===== config.mk =====
export PLATFORM = sky130hd
export DESIGN_NAME = abs_peak_rec
export DESIGN_NICKNAME = d
export VERILOG_FILES = /design/src/rtl/apk_pkg.sv /design/src/rtl/apk_ctrl.sv /design/src/rtl/apk_datapath.sv /design/src/rtl/abs_peak_rec.sv
export SDC_FILE = /design/constraint.sdc
export NUM_CORES = 1
export LEC_CHECK = 0
export BUFFER_PORTS_ARGS = -buffer_cell sky130_fd_sc_hd__buf_4
export CORE_ASPECT_RATIO = 0.5
export CORE_MARGIN = 3
export CORE_UTILIZATION = 45
export CTS_CLUSTER_DIAMETER = 120
export DETAILED_ROUTE_END_ITERATION = 10
export HOLD_SLACK_MARGIN = 0.06
export PLACE_DENSITY = 0.71
export SETUP_SLACK_MARGIN = 0.5
export SLEW_MARGIN = 10
export SYNTH_ARGS = -nofsm -noshare
export SYNTH_HDL_FRONTEND = slang
export SYNTH_HIERARCHICAL = 1
export SYNTH_SLANG_ARGS = --single-unit

===== constraint.sdc =====
create_clock -name clk -period 3.8 [get_ports clk]
set_clock_uncertainty 0.05 [all_clocks]
set_input_delay 0.76 -clock clk [delete_from_list [all_inputs] [get_ports clk]]
set_output_delay 0.76 -clock clk [all_outputs]
set_load 0.05 [all_outputs]

===== src/rtl/apk_pkg.sv =====
package apk_pkg;

  // number of monitored channels and their indices
  localparam int NCH  = 2;
  localparam int CH_V = 0;
  localparam int CH_I = 1;

  // strobes from control into datapath
  typedef struct packed {
    logic [NCH-1:0] sel;  // channel addressed by the current read
    logic [NCH-1:0] clr;  // channel cleared at the end of the current read
  } apkStrobe_t;

endpackage


===== src/rtl/apk_ctrl.sv =====
module apk_ctrl
  import apk_pkg::*;
#(
  parameter int ADDR_W = 2
) (
  input  logic              clk,
  input  logic              rstN,
  input  logic              rdEn,
  input  logic [ADDR_W-1:0] rdAddr,
  output apkStrobe_t        strb
);

  // address bit 0 picks read-then-clear, the bits above pick the channel
  localparam int CH_LSB = 1;

  logic [ADDR_W-CH_LSB-1:0] chIdx;
  logic                     clrReq;

  assign chIdx  = rdAddr[ADDR_W-1:CH_LSB];
  assign clrReq = rdAddr[0];

  for (genvar g = 0; g < NCH; g++) begin : gDec
    assign strb.sel[g] = rdEn && (chIdx == (ADDR_W-CH_LSB)'(g));
    assign strb.clr[g] = rdEn && clrReq && (chIdx == (ADDR_W-CH_LSB)'(g));
  end

  // a read addresses at most one channel
  a_r5_one_sel: assert property (@(posedge clk) disable iff (!rstN)
    $onehot0(strb.sel));

  // a clear never reaches a channel other than the one read
  a_r10_clr_in_sel: assert property (@(posedge clk) disable iff (!rstN)
    $onehot0(strb.clr) && ((strb.clr & ~strb.sel) == '0));

endmodule


===== src/rtl/apk_datapath.sv =====
module apk_datapath
  import apk_pkg::*;
#(
  parameter int SAMPLE_W = 24,
  parameter int PEAK_W   = 16
) (
  input  logic                             clk,
  input  logic                             rstN,
  input  logic                             sampleValid,
  input  logic [NCH-1:0][SAMPLE_W-1:0]     samples,
  input  apkStrobe_t                       strb,
  output logic [NCH-1:0][PEAK_W-1:0]       peaks,
  output logic [NCH-1:0]                   newPeak,
  output logic [PEAK_W-1:0]                rdData
);

  // keep one extra bit above the peak width to detect overflow
  localparam int SHIFT = SAMPLE_W - PEAK_W - 1;
  localparam int WIDE  = SAMPLE_W - SHIFT;
  localparam logic [SAMPLE_W-1:0] ONE = SAMPLE_W'(1);

  function automatic logic [PEAK_W-1:0] scaleAbs(input logic [SAMPLE_W-1:0] s);
    logic [SAMPLE_W-1:0] m;
    logic [WIDE-1:0]     t;
    m = s[SAMPLE_W-1] ? (~s + ONE) : s;
    t = m[SAMPLE_W-1:SHIFT];
    return t[WIDE-1] ? {PEAK_W{1'b1}} : t[PEAK_W-1:0];
  endfunction

  logic [NCH-1:0][PEAK_W-1:0] peakQ;
  logic [NCH-1:0]             flagQ;
  logic [NCH-1:0][PEAK_W-1:0] rdTerm;

  for (genvar g = 0; g < NCH; g++) begin : gCh
    logic [PEAK_W-1:0] mag;
    logic [PEAK_W-1:0] base;
    logic              win;

    assign mag  = scaleAbs(samples[g]);
    // a clear at this edge lowers the comparison floor so a new sample survives
    assign base = strb.clr[g] ? '0 : peakQ[g];
    assign win  = sampleValid && (mag > base);

    always_ff @(posedge clk or negedge rstN) begin
      if (!rstN) begin
        peakQ[g] <= '0;
        flagQ[g] <= 1'b0;
      end else begin
        peakQ[g] <= win ? mag : base;
        flagQ[g] <= win;
      end
    end

    assign rdTerm[g] = strb.sel[g] ? peakQ[g] : '0;

    // with no sample and no clear the register holds
    a_r3_hold: assert property (@(posedge clk) disable iff (!rstN)
      (!sampleValid && !strb.clr[g]) |=> $stable(peakQ[g]));

    // without a clear the register never decreases
    a_r3_monotone: assert property (@(posedge clk) disable iff (!rstN)
      !strb.clr[g] |=> (peakQ[g] >= $past(peakQ[g])));

    // a clear with no sample leaves zero
    a_r7_clear: assert property (@(posedge clk) disable iff (!rstN)
      (strb.clr[g] && !sampleValid) |=> (peakQ[g] == '0));

    // a flag only follows a growth or a clear-then-load
    a_r9_flag_cause: assert property (@(posedge clk) disable iff (!rstN)
      flagQ[g] |-> (peakQ[g] != '0) &&
                   ($past(strb.clr[g]) || (peakQ[g] > $past(peakQ[g]))));
  end

  always_comb begin
    rdData = '0;
    for (int k = 0; k < NCH; k++) rdData = rdData | rdTerm[k];
  end

  assign peaks   = peakQ;
  assign newPeak = flagQ;

endmodule


===== src/rtl/abs_peak_rec.sv =====
module abs_peak_rec
  import apk_pkg::*;
#(
  parameter int SAMPLE_W = 24,
  parameter int PEAK_W   = 16,
  parameter int ADDR_W   = 2
) (
  input  logic                clk,
  input  logic                rstN,
  input  logic                sampleValid,
  input  logic [SAMPLE_W-1:0] voltSample,
  input  logic [SAMPLE_W-1:0] currSample,
  input  logic                rdEn,
  input  logic [ADDR_W-1:0]   rdAddr,
  output logic [PEAK_W-1:0]   rdData,
  output logic [PEAK_W-1:0]   voltPeak,
  output logic [PEAK_W-1:0]   currPeak,
  output logic                voltNewPeak,
  output logic                currNewPeak
);

  apkStrobe_t                 strb;
  logic [NCH-1:0][SAMPLE_W-1:0] samples;
  logic [NCH-1:0][PEAK_W-1:0]   peaks;
  logic [NCH-1:0]               newPeak;

  assign samples[CH_V] = voltSample;
  assign samples[CH_I] = currSample;

  apk_ctrl #(.ADDR_W(ADDR_W)) uCtrl (
    .clk    (clk),
    .rstN   (rstN),
    .rdEn   (rdEn),
    .rdAddr (rdAddr),
    .strb   (strb)
  );

  apk_datapath #(.SAMPLE_W(SAMPLE_W), .PEAK_W(PEAK_W)) uDp (
    .clk         (clk),
    .rstN        (rstN),
    .sampleValid (sampleValid),
    .samples     (samples),
    .strb        (strb),
    .peaks       (peaks),
    .newPeak     (newPeak),
    .rdData      (rdData)
  );

  assign voltPeak    = peaks[CH_V];
  assign currPeak    = peaks[CH_I];
  assign voltNewPeak = newPeak[CH_V];
  assign currNewPeak = newPeak[CH_I];

endmodule


Yosys cells after proc, flatten, opt, wreduce, memory -nomap -nowiden:

Index checks and enable logic that the tools add are counted.

* $add $sub $neg: 2
* magnitude comparators: 2
* mux-type cells: 10
* bitwise gates (word level): 4
* reduce and logical (&&, ||, !) cells: 7

Operators with widths (count)
* two-way mux 16 bit: 8
* adder 24 x 1 -> 24 bit (second input constant): 2
* two-way mux 24 bit: 2
* inverter 24 bit: 2
* greater-than comparator 16 bit: 2
* bitwise OR 16 bit: 1
* logical AND 1 bit: 7
* inverter 1 bit: 1

* flip-flop bits (word level): 34
* output and inout port bits: 50
* word-level logic and storage cells: 29

Depth between registers and ports, before layout:

Gate-level depths: netlist of run 1.

* depth in word-level cells: 7
* depth in mapped cells: 14
* depth with buffers taken out: 11

By module:

The synthesis of run 1 kept the hierarchy.

By module, submodules not included
* apk_datapath: instances 1, cells an instance 413, area an instance 3574.7 sq um, sequential area each 850.8 sq um
* apk_ctrl: instances 1, cells an instance 4, area an instance 33.8 sq um, sequential area each 0.0 sq um

Worst setup path after synthesis of run 1:

OpenSTA, ideal clock, no wires.

* path type: input -> register
* from: input currSample[7]
* to: register uDp.peakQ, in the netlist uDp/peaks[27]
* data arrival time: 3.690 ns
* setup slack: -0.071 ns
* stages: 13
* cells stage by stage: nor4_4 -> nand3_4 -> or4_1 -> o211ai_1 -> inv_1 -> ha_1 -> nand4_1 -> nor2_1 -> a221o_1 -> o311a_1 -> buf_2 -> buf_4 -> mux2i_1

* word-level cells in the longest chain between the ends: 7

RTL lines
* start: declaration: line abs_peak_rec.sv:12 `input logic [SAMPLE_W-1:0] currSample,`
* inverter 24 bit: line apk_datapath.sv:25 `m = s[SAMPLE_W-1] ? (~s + ONE) : s;`
* adder 24 x 1 -> 24 bit: line apk_datapath.sv:25
* two-way mux 24 bit *: line apk_datapath.sv:25
* two-way mux 16 bit *: line apk_datapath.sv:27 `return t[WIDE-1] ? {PEAK_W{1'b1}} : t[PEAK_W-1:0];`
* greater-than comparator 16 bit *: line apk_datapath.sv:42 `assign win = sampleValid && (mag > base);`
* logical AND 1 bit *: line apk_datapath.sv:42
* net uDp.gCh[1].win: line apk_datapath.sv:37 `logic win;`
* two-way mux 16 bit *: line apk_datapath.sv:49 `peakQ[g] <= win ? mag : base;`
* end signal: indexed assignment: line apk_datapath.sv:49
* end: declaration: line apk_datapath.sv:30 `logic [NCH-1:0][PEAK_W-1:0] peakQ;`

The timed path passes the listed nets; every way through them passes the cells marked *.

Worst setup path in the final report of run 1:

* from: input voltSample[4]
* to: register uDp.peakQ, in the netlist uDp/peaks[3]

* word-level cells in the longest chain between the ends: 7

RTL lines
* start: declaration: line abs_peak_rec.sv:11 `input logic [SAMPLE_W-1:0] voltSample,`
* inverter 24 bit *: line apk_datapath.sv:25
* adder 24 x 1 -> 24 bit *: line apk_datapath.sv:25
* two-way mux 24 bit *: line apk_datapath.sv:25
* two-way mux 16 bit *: line apk_datapath.sv:27
* greater-than comparator 16 bit: line apk_datapath.sv:42
* logical AND 1 bit: line apk_datapath.sv:42
* two-way mux 16 bit *: line apk_datapath.sv:49

Mark *: on every way between the ends. The rest lies on a longest branch, timed or not.

==> run_results.csv, run 1 <==
group,metric,value,unit
sta,drv_slew,0,
sta,relSlewSlack,71.0,%
status,status,"finished clean",
drt,drc,0,
drt,drt_pass1_iterations,4,
synth,synth_area_per_cell,8.65,µm²
grt,grt_pass1_wl,17000,µm
cts,cts_buffer_depth,2,
grt,overflow,0,
synth,yosysTopAreaCell,"dfrtp_1",
grt,top_usage_layer,"met2",
setup_path,worstSetupPathType,"in -> reg",
drt,vias_per_cell,5.37,
cts,cts-htree-levels,2,
synth,yosysWarnings,6,
setup_path,rr_startpoint,"uDp/peaks[1]",
cts,insertion_delay,0.27,ns
setup_path,reg2reg_depth,9,
layout,fillers,589,
synth,yosysSeqAreaShare,23.6,%
setup_path,required,3.91,ns
power,peakVddDrop,0.387,mV
synth,netlist.area_leader.share,23.6,%
grt,grt_pass1_vias,3543,
sta,finalSetupTns,0,ns
setup_path,cpMaxStageDelayCell,"or4_4",
synth,syn_nets,503,
setup_path,path_max_fanout,7,
sta,fin_crit_sh,96.4,%
cts,cts_tree,"built",
layout,area_delta_synth_final,53.4,%
die,die-area,0.00919,mm²
grt,grt_use_met1,29.7,%
layout,drive_gt1_share,42.4,%
grt,use_met2,37.3,%
sta,timing.fmax,0.273,GHz
power,leakagePower,0.00265,µW
cts,cts.sinks,34,
setup_path,cp-start-kind,"primary input",
cts,cts_hold_buf,0,
setup_path,r2r-end,"uDp/peaks[3]",
synth,synthArstFlopShare,100,%
setup_path,cp_cell_sequence,"buf_6 -> nor4_4 -> nand4_4 -> buf_4 -> o21ai_1 -> mux2_2 -> ha_1 -> nand4_1 -> or4_4 -> o311a_4 -> buf_8 -> mux2_4",
cts,cts-root-buf,"clkbuf_16",
die,die_width,133,µm
die,coreArea,0.00754,mm²
setup_path,rrSetupSlack,1.30,ns
cts,cts_made_buffers,5,
drt,drtIter0Drc,173,
synth,yosys-top-cells-area,"dfrtp_1, ha_1, mux2i_1, nand2b_1, inv_1",
place,port-buffer-count,103,
synth,ys_ff_latch,34,
layout,nets,682,
setup_path,cp.arrival,3.77,ns
die,die_h,69.3,µm
grt,grt_use_total,21.8,%
sta,setup-violations-final,0,
drt,routedWlPerCell,15.2,µm
layout,antenna_cells,0,
sta,fin_crit,3.66,ns
grt,grtUsageMet3,2.75,%
place,gp_routability_congestion,0.892,
cts,path_clk_slew,0.05,ns
grt,antenna_found_initial,0,
synth,synth_cell_types,58,
synth,synth_most_common_cell,"inv_1",
power,power,3470,µW
setup_path,end_kind,"register",
drt,drtAntennaViolNets,0,
sta,hold_viol_final,0,
grt,grt_max_degree,35,
sta,rsz0062_at_grt,"true",
place,dp_hpwl,7820,µm
die,start_util,47.8,%
drt,wirelength,10700,µm
synth,synth_flop_cell,"dfrtp_1",
synth,synthesis.area,0.00361,mm²
job,maxCapViolCount,0,
min_path,worstHoldPathType,"in -> async",
setup_path,slowest_delay,0.57,ns
synth,synth_common_cells,"inv_1, dfrtp_1, ha_1",
power,power_density,627,mW/mm²
synth,netlist_instances,417,
die,boundaryPins,104,
synth,synth_edf_count,0,
drt,vias,3782,
sta,worst_slew_pin_slew,0.436,ns
die,row_count,22,
-- power by group --
group	leakage, µW	switching (µW)	internal, µW
sequential	0.000416	161	538
clock	0.0000640	140	239
combinational	0.00217	1470	921
total	0.00265	1770	1700
-- per-layer routing --
metal / wire, µm / share of wire, %
met5: 0 / 0
met4: 125 / 1.2
met3: 452 / 4.2
met2: 5070 / 47
met1: 5030 / 47
-- worst max-delay path by stage --
stage | depth (start not counted) | from | to
3_5_place_dp | 13 | voltSample[11] | uDp/peaks[9]
6_report | 12 | voltSample[4] | uDp/peaks[3]
3_3_place_gp | 13 | voltSample[11] | uDp/peaks[6]
2_1_floorplan | 11 | currSample[0] | uDp/peaks[24]
4_1_cts | 13 | voltSample[4] | uDp/peaks[3]
5_1_grt | 15 | voltSample[19] | uDp/peaks[3]
-- kinds of logic after synthesis --
group                    share of synthesized area, %
multiplexers                                     11.0
XOR/XNOR                                         3.40
AND/OR/NAND/NOR                                  24.6
buffers and inverters                            6.62
flip-flops                                       23.6
adder cells (fa/ha/maj)                          11.1
AO/OA/AOI/OAI                                    19.7
-- what timing repair did --
| item | CTS | global route |
|---|---|---|
| gates resized for setup | 39 | 29 |
| pin swaps | 18 | 14 |
| hold endpoints to repair | 0 | 0 |
| buffers inserted | 13 | 9 |
| endpoints found under the setup margin | 34 | 34 |
-- cell type report --
class,instances,area [µm²],share of cell area [%]
Timing Repair Buffer,191,1520,27.5
Clock buffer,7,133,2.40
Sequential cell,34,851,15.4
Tap cell,108,135,2.44
Inverter,41,154,2.78
Multi-Input combinational cell,323,2740,49.5
-- critical path: cells and delay by family --
family | cells | cell delay, ns
buffers and inverters | 3 | 0.44
AO/OA/AOI/OAI | 2 | 0.33
multiplexers | 2 | 0.69
AND/OR/NAND/NOR | 4 | 1.26
adder cells (fa/ha/maj) | 1 | 0.31
-- metrics by stage --
| step | area (µm²) | instances | worst slack, ns | hold slack, ns | utilization (%) |
|---|---|---|---|---|---|
| detailed placement | 4960 | 675 | -0.231 | 0.547 | 65.8 |
| finish | 5540 | 704 | 0.137 | 0.374 | 73.4 |
| global placement | 4960 | 675 | -0.141 | 0.543 | 65.8 |
| global route | 5540 | 704 | 0.0514 | 0.408 | 73.4 |
| CTS | 5350 | 695 | 0.224 | 0.384 | 70.9 |
| floorplan | 3670 | 417 | 0.145 | 0.414 | - |
-- cell usage in the layout, fill, tap and decap left out, drive strengths merged, types with 3 or more instances in the layout --
| cell type | Yosys | final |
|---|---|---|
| nor4 | 8 | 8 |
| nor3 | 11 | 11 |
| or2 | 4 | 4 |
| a31oi | 6 | 6 |
| o211ai | 4 | 4 |
| nand4 | 11 | 11 |
| and2 | 6 | 6 |
| xor2 | 6 | 6 |
| nor2b | 11 | 11 |
| or3 | 4 | 4 |
| buf | 7 | 191 |
| mux2i | 28 | 28 |
| nand3 | 12 | 12 |
| o311ai | 6 | 6 |
| xnor2 | 8 | 8 |
| o31ai | 3 | 3 |
| o21ai | 13 | 13 |
| inv | 40 | 40 |
| mux2 | 10 | 10 |
| nand2b | 29 | 29 |
| nand2 | 13 | 13 |
| or4 | 5 | 5 |
| a21o | 6 | 6 |
| a22o | 16 | 16 |
| a21oi | 15 | 15 |
| nor2 | 21 | 21 |
| and3 | 4 | 4 |
| a41oi | 9 | 9 |
| ha | 32 | 32 |
| clkbuf | 12 | 7 |
| dfrtp | 34 | 34 |
-- sequential cells by signal, summed over array words and instances (netlist names) --
register / cells
uDp/newPeak: 2
uDp/peaks: 32
Power figures use the tool's default switching activity.
==> inputs of run 2 (changes only) <==
--- a/config.mk
+++ b/config.mk
@@ -9,6 +9,7 @@
 export CORE_ASPECT_RATIO = 0.5
 export CORE_MARGIN = 3
 export CORE_UTILIZATION = 45
+export CTS_BUF_LIST = sky130_fd_sc_hd__clkbuf_8
 export CTS_CLUSTER_DIAMETER = 120
 export DETAILED_ROUTE_END_ITERATION = 10
 export HOLD_SLACK_MARGIN = 0.06
@@ -19,3 +20,4 @@
 export SYNTH_HDL_FRONTEND = slang
 export SYNTH_HIERARCHICAL = 1
 export SYNTH_SLANG_ARGS = --single-unit
+export TNS_END_PERCENT = 1
==> run 2 against run 1 <==
Effect of this change: first-iteration DRC count increased by 6.4%; sequential share of layout area grew 0.77 points; worst hold slack worse by 0.017 ns; utilization decreased by 3.5 points; cell area fell by 4.8%; global-route usage is 0.37 points higher; die area unchanged; worst setup slack gained 0.032 ns; via count is 0.13% lower; count of clock-buffer cells in the layout fell by 2; flip-flop and latch count unchanged; wire length decreased by 0.20%; largest power group unchanged.
==> run_results.csv, run 2 (synthesized netlist as in run 1, its figures left out) <==
group,metric,value,unit
setup_path,cp.arrival,3.74,ns
sta,drv_slew,0,
sta,finalSetupTns,0,ns
drt,vias_per_cell,5.44,
grt,grt_use_met1,30.7,%
min_path,worstHoldPathType,"in -> async",
setup_path,cp-start-kind,"primary input",
power,leakagePower,0.00253,µW
layout,most-common-layout-cells,"buf_4, inv_1, dfrtp_1",
layout,fillers,665,
die,die-area,0.00919,mm²
die,row_count,22,
drt,vias,3777,
sta,timing.fmax,0.275,GHz
sta,hold_viol_final,0,
die,die_h,69.3,µm
place,gp_routability_congestion,0.870,
grt,grt_pass1_wl,17300,µm
layout,final_common_cell,"buf_4",
layout,nets,672,
grt,use_met2,36.9,%
die,die_width,133,µm
die,coreArea,0.00754,mm²
layout,fin_util,69.9,%
power,power_density,624,mW/mm²
sta,timing.hold.ws,0.357,ns
grt,overflow,0,
grt,grt_use_total,22.2,%
job,maxCapViolCount,0,
layout,drive_gt1_share,40.3,%
power,peakVddDrop,0.342,mV
sta,fin_crit_sh,95.5,%
die,boundaryPins,104,
cts,cts.sinks,34,
sta,setup-violations-final,0,
sta,fin_crit,3.63,ns
drt,routedWlPerCell,15.3,µm
die,start_util,47.8,%
sta,worst_slew_pin_slew,0.447,ns
drt,wirelength,10700,µm
grt,grt_pass1_vias,3634,
cts,insertion_delay,0.29,ns
cts,cts-root-buf,"clkbuf_8",
grt,grt_max_degree,35,
grt,antenna_found_initial,0,
setup_path,worstSetupPathType,"in -> reg",
place,dp_hpwl,8210,µm
cts,cts_made_buffers,5,
place,port-buffer-count,103,
cts,cts_tree,"built",
setup_path,path_max_fanout,7,
drt,drtAntennaViolNets,0,
cts,path_clk_slew,0.07,ns
grt,top_usage_layer,"met2",
setup_path,end_kind,"register",
layout,largest_reg_flops,32,
status,status,"finished clean",
drt,drt_pass1_iterations,5,
sta,rsz0062_at_grt,"true",
sta,relSlewSlack,70.2,%
grt,grtUsageMet3,2.68,%
layout,antenna_cells,0,
drt,drc,0,
setup_path,required,3.91,ns
drt,drtIter0Drc,184,
cts,cts_buffer_depth,2,
cts,cts-htree-levels,2,
layout,area_delta_synth_final,46.1,%
==> run 2: cell count changes in the layout (fill, tap and decap cells not counted), moves of 3 or more <==
| cell | change |
|---|---|
| buf_8 | -3 |
| nor3_2 | -3 |
| o21ai_0 | +3 |
| buf_4 | +5 |
| mux2_4 | -5 |
| inv_1 | +4 |
| buf_6 | -13 |
| mux2_2 | +5 |
| clkbuf_8 | +5 |
| clkbuf_16 | -5 |
==> run 2: per-layer routing <==
metal  part of all wire (%)  routed length (µm)  vias up
met5                      0                   0        -
met4                    1.0                 111        0
met3                    4.2                 448       10
met2                     47                5020      111
met1                     48                5070     1774
li1                       -                   -     1882
==> run 2: path summary, 6_finish.rpt <==
| check | startpoint | endpoint | slack [ns] | cells past startpoint |
|---|---|---|---|---|
| setup / recovery | currSample[3] | uDp/peaks[19] | 0.17 | 14 |
| hold / removal | rstN | uDp/peaks[2] | 0.36 | 1 |
| setup reg to reg | uDp/peaks[3] | uDp/peaks[10] | 1.36 | 9 |
| hold reg to reg | uDp/peaks[19] | uDp/peaks[19] | 0.56 | 2 |
| max in group asynchronous | rstN | uDp/peaks[26] | 3.02 | 1 |
| min in group clk | uDp/peaks[19] | uDp/peaks[19] | 0.56 | 2 |
==> run 2: area by class of cell <==
type / instances / area [µm²] / area share (%)
tap: 108 / 135 / 2.56
clock buffer: 5 / 68.8 / 1.31
timing repair buffer: 181 / 1380 / 26.1
inverter: 41 / 154 / 2.92
sequential: 34 / 851 / 16.1
clock inverter: 2 / 7.51 / 0.142
multi-input combinational: 323 / 2680 / 50.8
==> run 2: repair_timing <==
item,CTS,global route
pin swaps,10,8
setup endpoints to repair,34,34
buffers inserted,3,5
gates resized for setup,19,15
cloned,1,0
hold buffers,0,0
==> run 2: through the flow <==
stage	worst slack, ns	total power [µW]	cells	cell area, µm²
finish	0.170	3290	694	5270
global route	0.0294	3480	694	5270
CTS	0.233	3260	689	5170
detailed placement	-0.250	2950	678	4990
global placement	-0.142	2910	678	4990
floorplan	0.145	2220	417	3670
==> run 2: power breakdown <==
part / switching (µW) / internal [µW]
clock network: 135 / 121
logic: 1460 / 868
registers: 166 / 537
total: 1760 / 1530
==> run 2: worst max-delay path, stage by stage <==
cell and delay [ns]:
buf_4 0.12, nor4_4 0.27, buf_4 0.19, nand3_4 0.10, or4_1 0.50, o211ai_1 0.16, inv_1 0.12, ha_4 0.23
nand4_1 0.18, nor2_1 0.09, a221o_1 0.33, o311a_4 0.38, buf_4 0.19, mux2i_1 0.12
